--- config.mk ---
export PLATFORM = sky130hd
export DESIGN_NAME = sysctl_regs
export DESIGN_NICKNAME = d
export VERILOG_FILES = /design/src/rtl/sysctl_pkg.sv /design/src/rtl/sysctl_addr_map.sv /design/src/rtl/sysctl_regs.sv
export SDC_FILE = /design/constraint.sdc
export NUM_CORES = 1
export LEC_CHECK = 0
export CAP_MARGIN = 0
export CORE_ASPECT_RATIO = 1.1
export CORE_MARGIN = 5
export CORE_UTILIZATION = 30
export CTS_BUF_LIST = sky130_fd_sc_hd__clkbuf_4 sky130_fd_sc_hd__clkbuf_8 sky130_fd_sc_hd__clkbuf_16
export DETAILED_ROUTE_END_ITERATION = 16
export HOLD_SLACK_MARGIN = 0.03
export PLACE_DENSITY = 0.56
export SYNTH_ARGS = -nofsm -noshare
export SYNTH_HDL_FRONTEND = slang
export SYNTH_SLANG_ARGS = --single-unit
--- constraint.sdc ---
create_clock -name pclk -period 10.7 [get_ports pclk]
set_input_delay 1.07 -clock pclk [delete_from_list [all_inputs] [get_ports pclk]]
set_output_delay 1.07 -clock pclk [all_outputs]
set_load 0.01 [all_outputs]
--- src/rtl/sysctl_pkg.sv ---
`timescale 1ns/1ps
// Shared constants, register select codes and the identification table
// for the system control register block. Assumes 32-bit words and a 4 KB
// byte-addressed window.
package sysctl_pkg;

    localparam int WORD_W = 32;
    localparam int OFS_W  = 12;

    // Byte offsets that software and the bench rely on.
    localparam logic [OFS_W-1:0] OFS_DBG_STAT  = 12'h000;
    localparam logic [OFS_W-1:0] OFS_DBG_SET   = 12'h004;
    localparam logic [OFS_W-1:0] OFS_DBG_CLR   = 12'h008;
    localparam logic [OFS_W-1:0] OFS_SEC_CTL   = 12'h00C;
    localparam logic [OFS_W-1:0] OFS_FCLK      = 12'h010;
    localparam logic [OFS_W-1:0] OFS_SCLK      = 12'h014;
    localparam logic [OFS_W-1:0] OFS_CLK_FORCE = 12'h018;
    localparam logic [OFS_W-1:0] OFS_RST_CAUSE = 12'h100;
    localparam logic [OFS_W-1:0] OFS_RST_MASK  = 12'h104;
    localparam logic [OFS_W-1:0] OFS_SW_RST    = 12'h108;
    localparam logic [OFS_W-1:0] OFS_RETAIN    = 12'h10C;
    localparam logic [OFS_W-1:0] OFS_BOOT0     = 12'h110;
    localparam logic [OFS_W-1:0] OFS_BOOT1     = 12'h114;
    localparam logic [OFS_W-1:0] OFS_HOLD      = 12'h118;
    localparam logic [OFS_W-1:0] OFS_NMI       = 12'h11C;
    localparam logic [OFS_W-1:0] OFS_WAKE_IC   = 12'h120;
    localparam logic [OFS_W-1:0] OFS_EXT_WAKE  = 12'h124;
    localparam logic [OFS_W-1:0] OFS_PWR_SYS   = 12'h200;
    localparam logic [OFS_W-1:0] OFS_PWR_RAM   = 12'h20C;
    localparam logic [OFS_W-1:0] OFS_ID_BASE   = 12'hFD0;

    localparam int               SWRST_BIT   = 9;
    localparam logic [3:0]       EXT_TAG     = 4'h2;
    localparam logic [WORD_W-1:0] CAUSE_RST  = 32'h0000_0001;
    localparam logic [WORD_W-1:0] PWR_SYS_RST = 32'h0000_007F;

    typedef enum logic [4:0] {
        SEL_NONE, SEL_DBG_STAT, SEL_DBG_SET, SEL_DBG_CLR, SEL_SEC_CTL,
        SEL_FCLK, SEL_SCLK, SEL_CLK_FORCE, SEL_RST_CAUSE, SEL_RST_MASK,
        SEL_SW_RST, SEL_RETAIN, SEL_BOOT0, SEL_BOOT1, SEL_HOLD, SEL_NMI,
        SEL_WAKE_IC, SEL_EXT_WAKE, SEL_PWR_SYS, SEL_PWR_RAM, SEL_ID
    } sel_e;

    // Identification byte for word k of the ID area (k = 0 at 0xFD0).
    function automatic logic [7:0] id_byte(input logic [3:0] k);
        case (k)
            4'd0:    id_byte = 8'h04;
            4'd4:    id_byte = 8'h54;
            4'd5:    id_byte = 8'hB8;
            4'd6:    id_byte = 8'h0B;
            4'd8:    id_byte = 8'h0D;
            4'd9:    id_byte = 8'hF0;
            4'd10:   id_byte = 8'h05;
            4'd11:   id_byte = 8'hB1;
            default: id_byte = 8'h00;
        endcase
    endfunction

endpackage

--- src/rtl/sysctl_addr_map.sv ---
`timescale 1ns/1ps
// Address decoder. Maps a byte offset to a register select code, given the
// active variant. Extended-only registers decode as SEL_NONE on the base
// variant. Also reports read-only and write-only classes, the SRAM bank
// index and the ID word index. Assumes word-aligned decoding (low two
// address bits are not decoded).
module sysctl_addr_map
    import sysctl_pkg::*;
#(
    parameter int NUM_RAM = 4,
    parameter int RIDX_W  = (NUM_RAM > 1) ? $clog2(NUM_RAM) : 1
) (
    input  logic [OFS_W-1:0]  addr_i,
    input  logic              ext_i,
    output sel_e              sel_o,
    output logic [RIDX_W-1:0] ram_idx_o,
    output logic [3:0]        id_idx_o,
    output logic              read_only_o,
    output logic              write_only_o
);

    localparam int WA_W = OFS_W - 2;
    localparam logic [WA_W-1:0] RAM_W = OFS_PWR_RAM[OFS_W-1:2];
    localparam logic [WA_W-1:0] ID_W  = OFS_ID_BASE[OFS_W-1:2];

    logic [WA_W-1:0] word;
    logic [WA_W-1:0] ram_rel;
    logic [WA_W-1:0] id_rel;
    logic            unused_low;
    sel_e            raw_sel;
    logic            ext_only;

    assign word       = addr_i[OFS_W-1:2];
    assign unused_low = ^addr_i[1:0];
    assign ram_rel    = word - RAM_W;
    assign id_rel     = word - ID_W;
    assign ram_idx_o  = ram_rel[RIDX_W-1:0];
    assign id_idx_o   = id_rel[3:0];

    // Raw decode of the word address, ignoring the variant.
    always_comb begin
        case (word)
            OFS_DBG_STAT[OFS_W-1:2]:  raw_sel = SEL_DBG_STAT;
            OFS_DBG_SET[OFS_W-1:2]:   raw_sel = SEL_DBG_SET;
            OFS_DBG_CLR[OFS_W-1:2]:   raw_sel = SEL_DBG_CLR;
            OFS_SEC_CTL[OFS_W-1:2]:   raw_sel = SEL_SEC_CTL;
            OFS_FCLK[OFS_W-1:2]:      raw_sel = SEL_FCLK;
            OFS_SCLK[OFS_W-1:2]:      raw_sel = SEL_SCLK;
            OFS_CLK_FORCE[OFS_W-1:2]: raw_sel = SEL_CLK_FORCE;
            OFS_RST_CAUSE[OFS_W-1:2]: raw_sel = SEL_RST_CAUSE;
            OFS_RST_MASK[OFS_W-1:2]:  raw_sel = SEL_RST_MASK;
            OFS_SW_RST[OFS_W-1:2]:    raw_sel = SEL_SW_RST;
            OFS_RETAIN[OFS_W-1:2]:    raw_sel = SEL_RETAIN;
            OFS_BOOT0[OFS_W-1:2]:     raw_sel = SEL_BOOT0;
            OFS_BOOT1[OFS_W-1:2]:     raw_sel = SEL_BOOT1;
            OFS_HOLD[OFS_W-1:2]:      raw_sel = SEL_HOLD;
            OFS_NMI[OFS_W-1:2]:       raw_sel = SEL_NMI;
            OFS_WAKE_IC[OFS_W-1:2]:   raw_sel = SEL_WAKE_IC;
            OFS_EXT_WAKE[OFS_W-1:2]:  raw_sel = SEL_EXT_WAKE;
            OFS_PWR_SYS[OFS_W-1:2]:   raw_sel = SEL_PWR_SYS;
            default: begin
                if (word >= RAM_W && ram_rel < WA_W'(NUM_RAM))
                    raw_sel = SEL_PWR_RAM;
                else if (word >= ID_W)
                    raw_sel = SEL_ID;
                else
                    raw_sel = SEL_NONE;
            end
        endcase
    end

    // Gate extended-only registers by variant and classify access rights.
    always_comb begin
        ext_only = raw_sel inside {SEL_SEC_CTL, SEL_FCLK, SEL_SCLK, SEL_CLK_FORCE,
                                   SEL_BOOT1, SEL_EXT_WAKE, SEL_PWR_SYS, SEL_PWR_RAM};
        sel_o        = (ext_only && !ext_i) ? SEL_NONE : raw_sel;
        read_only_o  = (sel_o inside {SEL_DBG_STAT, SEL_ID}) || (sel_o == SEL_NMI && !ext_i);
        write_only_o = sel_o inside {SEL_DBG_SET, SEL_DBG_CLR, SEL_SW_RST};
    end

endmodule

--- src/rtl/sysctl_regs.sv ---
`timescale 1ns/1ps
// System control register block. APB-style slave with zero wait states:
// writes commit on the clock edge that ends the access phase, read data is
// combinational from the address while a read is selected. Holds reset,
// debug, boot and hold-off control words, produces one-cycle core start and
// system reset pulses, and raises a sticky flag on invalid accesses.
// Assumes a synchronous active-low reset and full-word accesses.
module sysctl_regs
    import sysctl_pkg::*;
#(
    parameter logic [31:0] HOLD_RST  = 32'h0000_0000,
    parameter logic [31:0] BOOT0_RST = 32'h1000_0000,
    parameter logic [31:0] BOOT1_RST = 32'h1000_0000,
    parameter int          NUM_RAM   = 4
) (
    input  logic        pclk,
    input  logic        presetn,
    input  logic        psel,
    input  logic        penable,
    input  logic        pwrite,
    input  logic [11:0] paddr,
    input  logic [31:0] pwdata,
    output logic [31:0] prdata,
    input  logic [31:0] version_i,
    output logic [1:0]  core_start_o,
    output logic [31:0] boot_vec0_o,
    output logic [31:0] boot_vec1_o,
    output logic        sys_reset_req_o,
    output logic        bad_access_o
);

    localparam int NUM_CORES = 2;
    localparam int RIDX_W    = (NUM_RAM > 1) ? $clog2(NUM_RAM) : 1;

    sel_e              sel;
    logic [RIDX_W-1:0] ram_idx;
    logic [3:0]        id_idx;
    logic              read_only;
    logic              write_only;
    logic              ext;
    logic              unused_version;
    logic              access;
    logic              wr_en;
    logic [31:0]       rdata;

    logic [WORD_W-1:0] dbg_q, sec_q, fclk_q, sclk_q, force_q, cause_q, mask_q;
    logic [WORD_W-1:0] retain_q, boot0_q, boot1_q, hold_q, nmi_q, wake_q, ewake_q;
    logic [WORD_W-1:0] pwr_sys_q;
    logic [WORD_W-1:0] pwr_ram_q [NUM_RAM];
    logic              sysrst_q;
    logic              bad_q;

    assign ext            = (version_i[31:28] == EXT_TAG);
    assign unused_version = ^version_i[27:0];
    assign access         = psel && penable;
    assign wr_en          = access && pwrite;

    sysctl_addr_map #(.NUM_RAM(NUM_RAM), .RIDX_W(RIDX_W)) i_map (
        .addr_i      (paddr),
        .ext_i       (ext),
        .sel_o       (sel),
        .ram_idx_o   (ram_idx),
        .id_idx_o    (id_idx),
        .read_only_o (read_only),
        .write_only_o(write_only)
    );

    // Register file update on a committed write.
    always_ff @(posedge pclk) begin
        if (!presetn) begin
            dbg_q     <= '0;
            sec_q     <= '0;
            fclk_q    <= '0;
            sclk_q    <= '0;
            force_q   <= '0;
            cause_q   <= CAUSE_RST;
            mask_q    <= '0;
            retain_q  <= '0;
            boot0_q   <= BOOT0_RST;
            boot1_q   <= BOOT1_RST;
            hold_q    <= HOLD_RST;
            nmi_q     <= '0;
            wake_q    <= '0;
            ewake_q   <= '0;
            pwr_sys_q <= PWR_SYS_RST;
            for (int b = 0; b < NUM_RAM; b++) pwr_ram_q[b] <= '0;
        end else if (wr_en) begin
            case (sel)
                SEL_DBG_SET:   dbg_q     <= dbg_q | pwdata;
                SEL_DBG_CLR:   dbg_q     <= dbg_q & ~pwdata;
                SEL_SEC_CTL:   sec_q     <= pwdata;
                SEL_FCLK:      fclk_q    <= pwdata;
                SEL_SCLK:      sclk_q    <= pwdata;
                SEL_CLK_FORCE: force_q   <= pwdata;
                SEL_RST_CAUSE: cause_q   <= pwdata;
                SEL_RST_MASK:  mask_q    <= pwdata;
                SEL_RETAIN:    retain_q  <= pwdata;
                SEL_BOOT0:     boot0_q   <= pwdata;
                SEL_BOOT1:     boot1_q   <= pwdata;
                SEL_HOLD:      hold_q    <= pwdata;
                SEL_NMI:       if (!read_only) nmi_q <= pwdata;
                SEL_WAKE_IC:   wake_q    <= pwdata;
                SEL_EXT_WAKE:  ewake_q   <= pwdata;
                SEL_PWR_SYS:   pwr_sys_q <= pwdata;
                SEL_PWR_RAM:   pwr_ram_q[ram_idx] <= pwdata;
                default: ;
            endcase
        end
    end

    // One start pulse per core on a 1-to-0 transition of its hold bit.
    for (genvar c = 0; c < NUM_CORES; c++) begin : g_core
        logic start_q;
        always_ff @(posedge pclk) begin
            if (!presetn) start_q <= 1'b0;
            else          start_q <= wr_en && (sel == SEL_HOLD) && hold_q[c] && !pwdata[c];
        end
        assign core_start_o[c] = start_q;
    end

    // System reset request pulse from the request bit of the reset word.
    always_ff @(posedge pclk) begin
        if (!presetn) sysrst_q <= 1'b0;
        else          sysrst_q <= wr_en && (sel == SEL_SW_RST) && pwdata[SWRST_BIT];
    end

    // Sticky flag for unmapped accesses and writes to read-only offsets.
    always_ff @(posedge pclk) begin
        if (!presetn)
            bad_q <= 1'b0;
        else if (access && ((sel == SEL_NONE) || (pwrite && read_only)))
            bad_q <= 1'b1;
    end

    // Read data selection; write-only and unmapped offsets return zero.
    always_comb begin
        case (sel)
            SEL_DBG_STAT:  rdata = dbg_q;
            SEL_SEC_CTL:   rdata = sec_q;
            SEL_FCLK:      rdata = fclk_q;
            SEL_SCLK:      rdata = sclk_q;
            SEL_CLK_FORCE: rdata = force_q;
            SEL_RST_CAUSE: rdata = cause_q;
            SEL_RST_MASK:  rdata = mask_q;
            SEL_RETAIN:    rdata = retain_q;
            SEL_BOOT0:     rdata = boot0_q;
            SEL_BOOT1:     rdata = boot1_q;
            SEL_HOLD:      rdata = hold_q;
            SEL_NMI:       rdata = read_only ? '0 : nmi_q;
            SEL_WAKE_IC:   rdata = wake_q;
            SEL_EXT_WAKE:  rdata = ewake_q;
            SEL_PWR_SYS:   rdata = pwr_sys_q;
            SEL_PWR_RAM:   rdata = pwr_ram_q[ram_idx];
            SEL_ID:        rdata = {24'd0, id_byte(id_idx)};
            default:       rdata = '0;
        endcase
        if (write_only) rdata = '0;
    end

    assign prdata          = (psel && !pwrite) ? rdata : '0;
    assign boot_vec0_o     = boot0_q;
    assign boot_vec1_o     = boot1_q;
    assign sys_reset_req_o = sysrst_q;
    assign bad_access_o    = bad_q;

endmodule

# After elaboration in Yosys (flattened, before gate mapping)
# Memories as Yosys holds them, arrays and structs flattened.
# Index checks and enable logic that the tools add are counted.
[totals] latchBits=0 ramBits=128 inputBits=81 ff_bits=484 n_memories=2 rom_bits=128 output_inout_bits=100
[mem_list] memory="(no name shown)" depth=16 word_bits=8 read_ports=1 rd_ports_with_merged_regs=0 wr=0 line_no="sysctl_pkg.sv:46" rtl="case (k)"
[mem_list] memory="pwr_ram_q" depth=4 word_bits=32 read_ports=1 rd_ports_with_merged_regs=0 wr=4 line_no="sysctl_regs.sv:49" rtl="logic [WORD_W-1:0] pwr_ram_q [NUM_RAM];"
[op_classes] n_mux=17 n_lt_le_gt_ge=3 n_div=0 multipliers=0 shift=0 n_bitwise=4 addsub=2 n_eq_ne=46 reduce_logical=43
[op_table] cell="$pmux W32 S17" n=1
[op_table] cell="$mux W32" n=4
[op_table] cell="$eq A10 B7 Y1 const B" n=10
[op_table] cell="$pmux W5 S18" n=1
[op_table] cell="$pmux W32 S2" n=1
[op_table] cell="$eq A5 B4 Y1 const B" n=9
[op_table] cell="$eq A5 B3 Y1 const B" n=8
[op_table] cell="$eq A5 B5 Y1 const B" n=8
[op_table] cell="$and A32 B32 Y32" n=1
[op_table] cell="$not A32 Y32" n=1
[op_table] cell="$or A32 B32 Y32" n=1
[op_table] cell="$reduce_or A32 Y1" n=1
[op_table] cell="$eq A10 B3 Y1 const B" n=3
[op_table] cell="$reduce_and A2 Y1" n=14
[op_table] cell="$eq A10 B2 Y1 const B" n=2
[op_table] cell="$logic_and A1 B1 Y1" n=15
[op_table] cell="$mux W5" n=3
[op_table] cell="$eq A10 B1 Y1 const B" n=1
[op_table] cell="$eq A10 B8 Y1 const B" n=1
[op_table] cell="$eq A5 B2 Y1 const B" n=2
[op_table] cell="$ge A10 B10 Y1 const B" n=1
[op_table] cell="$ge A10 B8 Y1 const B" n=1
[op_table] cell="$logic_not A10 Y1" n=1
[op_table] cell="$lt A10 B3 Y1 const B" n=1
[op_table] cell="14 further kinds" n=24

# Longest topological paths before layout
[depth] ltp_word=16 mapped_depth=17 ltp_nobuf=11

# By module
# Synthesis repeated with hierarchy kept, for this count alone.
[hier_totals] hier_cells=3107 area_unflattened_um2=26945.8
[by_module_without_submodules] module="sysctl_regs" area_per_inst_um2=26203.9 instances=1 seq_area_each_um2=13533.0 cells_per_inst=2999
[by_module_without_submodules] module="sysctl_addr_map" area_per_inst_um2=742.0 instances=1 seq_area_each_um2=0.0 cells_per_inst=108

# Worst setup path after synthesis
# Ideal clock, no wire load.
[synth_timing] kind="input-to-reg" startpoint="input port paddr[2]" endpoint="memory pwr_ram_q[3][0] (enable)" arrival_time_ps=7814 required_ps=10189 setup_slack_ps=2376 path_stages=12 cell_sequence="buf_1 clkbuf_1 inv_1 ha_1 or4_1 nand4_1 clkbuf_1 nand3_1 nor2_1 clkbuf_1 nand3_1 o41ai_1"
[synth_rtl] element="start, declared" line_no="sysctl_regs.sv:21" rtl="input logic [11:0] paddr,"
[synth_rtl] element="end, declared" line_no="sysctl_regs.sv:49"

# Final worst setup path
[layout_timing] startpoint="input port paddr[3]" endpoint="output port prdata[31]"
[layout_between] elab_chain_len=16
[layout_lines] element="$sub A10 B8 Y10" line_no="sysctl_addr_map.sv:35" rtl="assign ram_rel = word - RAM_W;"
[layout_lines] element="$lt A10 B3 Y1" line_no="sysctl_addr_map.sv:62" rtl="if (word >= RAM_W && ram_rel < WA_W'(NUM_RAM))"
[layout_lines] element="$logic_and A1 B1 Y1" line_no="sysctl_addr_map.sv:62"
[layout_lines] element="$mux W5" line_no="sysctl_addr_map.sv:62"
[layout_lines] element="$pmux W5 S18" line_no="sysctl_addr_map.sv:42" rtl="case (word)"
[layout_lines] element="$eq A5 B3 Y1 (tied with other cells)" line_no="sysctl_addr_map.sv:74" rtl="ext_only = raw_sel inside {SEL_SEC_CTL, SEL_FCLK, SEL_SCLK, SEL_CLK_FORCE,"
[layout_lines] element="$reduce_bool A8 Y1" line_no="sysctl_addr_map.sv:74"
[layout_lines] element="$logic_and A1 B1 Y1" line_no="sysctl_addr_map.sv:76" rtl="sel_o = (ext_only && !ext_i) ? SEL_NONE : raw_sel;"
[layout_lines] element="$mux W5" line_no="sysctl_addr_map.sv:76"
[layout_lines] element="$eq A5 B1 Y1 (tied with other cells)" line_no="sysctl_addr_map.sv:77, sysctl_regs.sv:137"
[layout_lines] element="$reduce_bool A2 Y1 / $logic_and A1 B1 Y1 (equally long branches)" line_no="sysctl_addr_map.sv:77" rtl="read_only_o = (sel_o inside {SEL_DBG_STAT, SEL_ID}) || (sel_o == SEL_NMI && !ext_i);"
[layout_lines] element="$logic_or A1 B1 Y1" line_no="sysctl_addr_map.sv:77"
[layout_lines] element="$mux W32" line_no="sysctl_regs.sv:149" rtl="SEL_NMI: rdata = read_only ? '0 : nmi_q;"
[layout_lines] element="$pmux W32 S17" line_no="sysctl_regs.sv:137" rtl="case (sel)"
[layout_lines] element="$mux W32 *" line_no="sysctl_regs.sv:157" rtl="if (write_only) rdata = '0;"
[layout_lines] element="$mux W32 *" line_no="sysctl_regs.sv:160" rtl="assign prdata = (psel && !pwrite) ? rdata : '0;"
[layout_lines] element="end, declared" line_no="sysctl_regs.sv:23" rtl="output logic [31:0] prdata,"
# Mark *: on every way between the ends. The rest lies on a longest branch, timed or not.

==> metrics.md <==
| Metric | Value |
|---|---|
| Clock power share | 0.475 |
| Vias per Instance | 5.456 |
| Pre-CTS setup slack | 3.013 ns |
| Synthesis warning total | 0 |
| Fmax achieved | 127.3 MHz |
| # IOs | 181 |
| Overall power | 4.988 mW |
| Cts bufs inserted | 69 |
| Sequential fraction of the synthesis area | 0.4813 |
| Final Cycle Share | 0.7340 |
| CTS tree | done |
| Final net count | 3291 |
| Critical Path AT | 6.78 ns |
| Slew of the pin with the lowest slew margin | 1.236 ns |
| Yosys reg bits | 612 |
| Commonest non-fill, non-tap cells in the layout | 998 x nand2_1, 484 x dfxtp_1, 403 x a21boi_0, 148 x clkdlybuf4s50_1, 130 x and2_1 |
| Post-Syn Instances | 3224 |
| IO buf count | 150 |
| Mapped cell area | 28120 um2 |
| Final global-route overflow total | 0 |
| Clock Sink Count | 612 |
| Worst Hold Class | reg -> reg |
| Ys async rst share | 0 |
| Switching part of the total | 0.2306 |
| Post-route ant nets | 0 |
| Sequential power share | 0.478 |
| Layout Cells excl Fill | 4503 |
| Worst Hold Depth | 2 |
| Top sig layer | met4 |
| Required time of the critical path | 9.63 ns |
| Fillers | 9498 |
| Logic pwr share | 0.047 |
| Syn avg cell area | 8.722 um2 |
| Syn_nets | 3313 |
| Critical Path Source Type | input port |
| Crit. End Element | output pin |
| Reg2reg path depth | 2 |
| CTS Buffer Depth | 3 |
| Final WL | 114900 um |
| DR vias | 24568 |
| Leak pwr | 10.16 nW |
| Initial antenna violation count | 5 |
| Worst-path fanout max | 32 |
| Placer's final routability congestion estimate | 0.9153 |
| Vias in the first global route | 23052 |
| Reg clk slew, reported paths | 0.06 ns |
| Syn-to-layout area delta | 17.31% |
| Setup Buffers After CTS | 0 |
| Final hold vios | 0 |
| CP max stage delay | 0.76 ns |
| First-pass GRT wire length | 165000 um |
| Num rows | 117 |
| DR DRC count | 0 |
| Root Driver | clkbuf_16 |
| Initial Utilization | 0.3030 |
| Met3 routed WL | 9601 um |
| WL met2 | 52860 um |
| Max-cap violation count | 0 |
| Crit-path slowest cell | nor2_2 |
| Core ar. | 92810 um2 |
| Worst slew margin | 0.1758 |
| Yosys cell types | 79 |
| Clk Latency, worst-skew pair | 0.59 ns |
| Peak VDD IR | 0.00009318 V |
| DRT iter0 DRCs | 3227 |
| Setup TNS | 0 ns |
| Share of post-route cells with drive strength above 1 | 0.08733 |
| Number of hold buffers added after cts | 0 |
| Final Max Tran Viols | 0 |
| Worst path cell trace | clkdlybuf4s50_1 -> inv_1 -> ha_2 -> or4_1 -> nand4_1 -> o211ai_2 -> nor2_1 -> nand2_1 -> nor2_2 -> or4_4 -> o31ai_4 -> buf_4 -> a31oi_1 -> clkdlybuf4s50_1 |
| Gr usage total | 0.2221 |
| Worst Setup Path Type | in -> out |
| Die extent in y | 331.1 um |
| Die area | 99960 um2 |
| M1 wire length | 46750 um |
| Final Util | 0.3554 |
| Chip Width | 301.9 um |
| Internal | 3.837 mW |
| RSZ-0062 raised after global routing | false |
| Setup violation total in the final timing report | 0 |
| Status | complete, no violations |
| Commonest non-fill, non-tap cell in the layout | nand2_1 |
| Placed Cells | 4380 |
| # resized after CTS | 0 |
| Largest net degree at the start of global routing | 242 |
| DR pass1 iterations | 8 |
| Top FF cell, synth | dfxtp_1 |
| Number of flops mapped to enable cells by yosys | 128 |
| Post-route minimum period | 7.854 ns |
| Setup slack after layout | 2.846 ns |
| PwrDens | 151.2 nW/um2 |
| P_sw | 1.150 mW |
| CP most frequent cell | clkdlybuf4s50_1 |
| Post-DP HPWL | 70440 um |
| Clk_skew | 0.001542 ns |
| WL per Instance | 25.52 um |
| H-tree depth | 3 |
==> stage by stage <==
step,hold WS (ns),area [um2]
5_1_grt,0.4713,32980
3_5_place_dp,0.4443,30750
6_report,0.4503,32990
2_1_floorplan,0.4302,28120
3_3_place_gp,0.4365,30750
4_1_cts,0.4513,32980
==> flip-flops by register name, indices dropped and copies added, names as in the netlist, named ones only <==
register / flops
pwr_ram_q: 128
hold_q: 32
boot_vec0_o: 32
sclk_q: 32
sec_q: 32
sys_reset_req_o: 1
retain_q: 32
cause_q: 32
ewake_q: 32
wake_q: 32
mask_q: 32
pwr_sys_q: 32
g_core.start_q: 2
nmi_q: 32
fclk_q: 32
boot_vec1_o: 32
bad_access_o: 1
force_q: 32
==> power by group through the flow <==
stage,sequential [mW],clock [mW],combinational (mW)
floorplan,2.43,0,0.136
global placement,2.43,0,0.229
detailed placement,2.43,0,0.230
CTS,2.38,2.40,0.230
global route,2.39,2.50,0.243
finish,2.38,2.37,0.234
==> cell usage after synthesis (9+ instances only) <==
master	count	area share
a21boi_0	403	0.11
a21boi_1	22	0.0059
a32oi_1	10	0.0031
a221oi_1	34	0.011
nor3_1	31	0.0055
nor2_1	56	0.0075
inv_1	10	0.0013
nor3b_1	24	0.0064
mux4_2	32	0.026
nand3_1	85	0.015
nand2_1	1002	0.13
buf_2	18	0.0032
clkbuf_1	289	0.039
edfxtp_1	128	0.14
nand4_1	10	0.0022
a31oi_1	33	0.0073
and3_1	20	0.0044
a222oi_1	49	0.017
a22o_1	34	0.011
and2_1	129	0.029
a21oi_1	39	0.0069
o21ai_0	56	0.010
nor4_1	14	0.0031
a211oi_1	9	0.0024
dfxtp_1	484	0.34
a22oi_1	55	0.015
==> worst max-delay path: cells and delay by family <==
kind	cells	cell delay (ns)
adders and majority gates	1	0.28
buffers and inverters	4	1.72
and+or+nand+nor	6	2.67
AOI/OAI and AO/OA	3	1.01
==> path summary, 6_finish.rpt <==
| check | to | from | slack, ns |
|---|---|---|---|
| min | ewake_q[30]$_SDFFE_PN0P_ | ewake_q[30]$_SDFFE_PN0P_ | 0.45 |
| max | prdata[31] | paddr[3] | 2.85 |
| min reg2reg | ewake_q[30]$_SDFFE_PN0P_ | ewake_q[30]$_SDFFE_PN0P_ | 0.45 |
| max reg2reg | boot_vec1_o[14]$_SDFFE_PN0P_ | boot_vec1_o[14]$_SDFFE_PN0P_ | 9.86 |
==> layout make-up <==
class	count	area, um2	share of cell area
Inverter	10	37.54	0.001138
Antenna cell	2	5.005	0.0001517
Clock buffer	102	2090	0.06334
Multi-Input combinational cell	2284	13540	0.4104
Clock inverter	19	146.4	0.004438
Timing Repair Buffer	225	2077	0.06296
Tap cell	1249	1563	0.04737
Sequential cell	612	13530	0.4102
==> per-layer routing <==
metal,global-route usage,up-vias
li1,-,11209
met1,0.2920,12010
met2,0.3557,1125
met3,0.04170,224
met4,0.1020,0
met5,0,-
==> cells by family after synthesis <==
| logic type | share of synthesized area |
|---|---|
| and+or+nand+nor | 0.2209 |
| AOI/OAI and AO/OA | 0.2208 |
| DFF | 0.4813 |
| buffers and inverters | 0.04565 |
| muxes | 0.02781 |
| adders and majority gates | 0.003560 |
No activity file was read; power rests on OpenSTA's default activity.
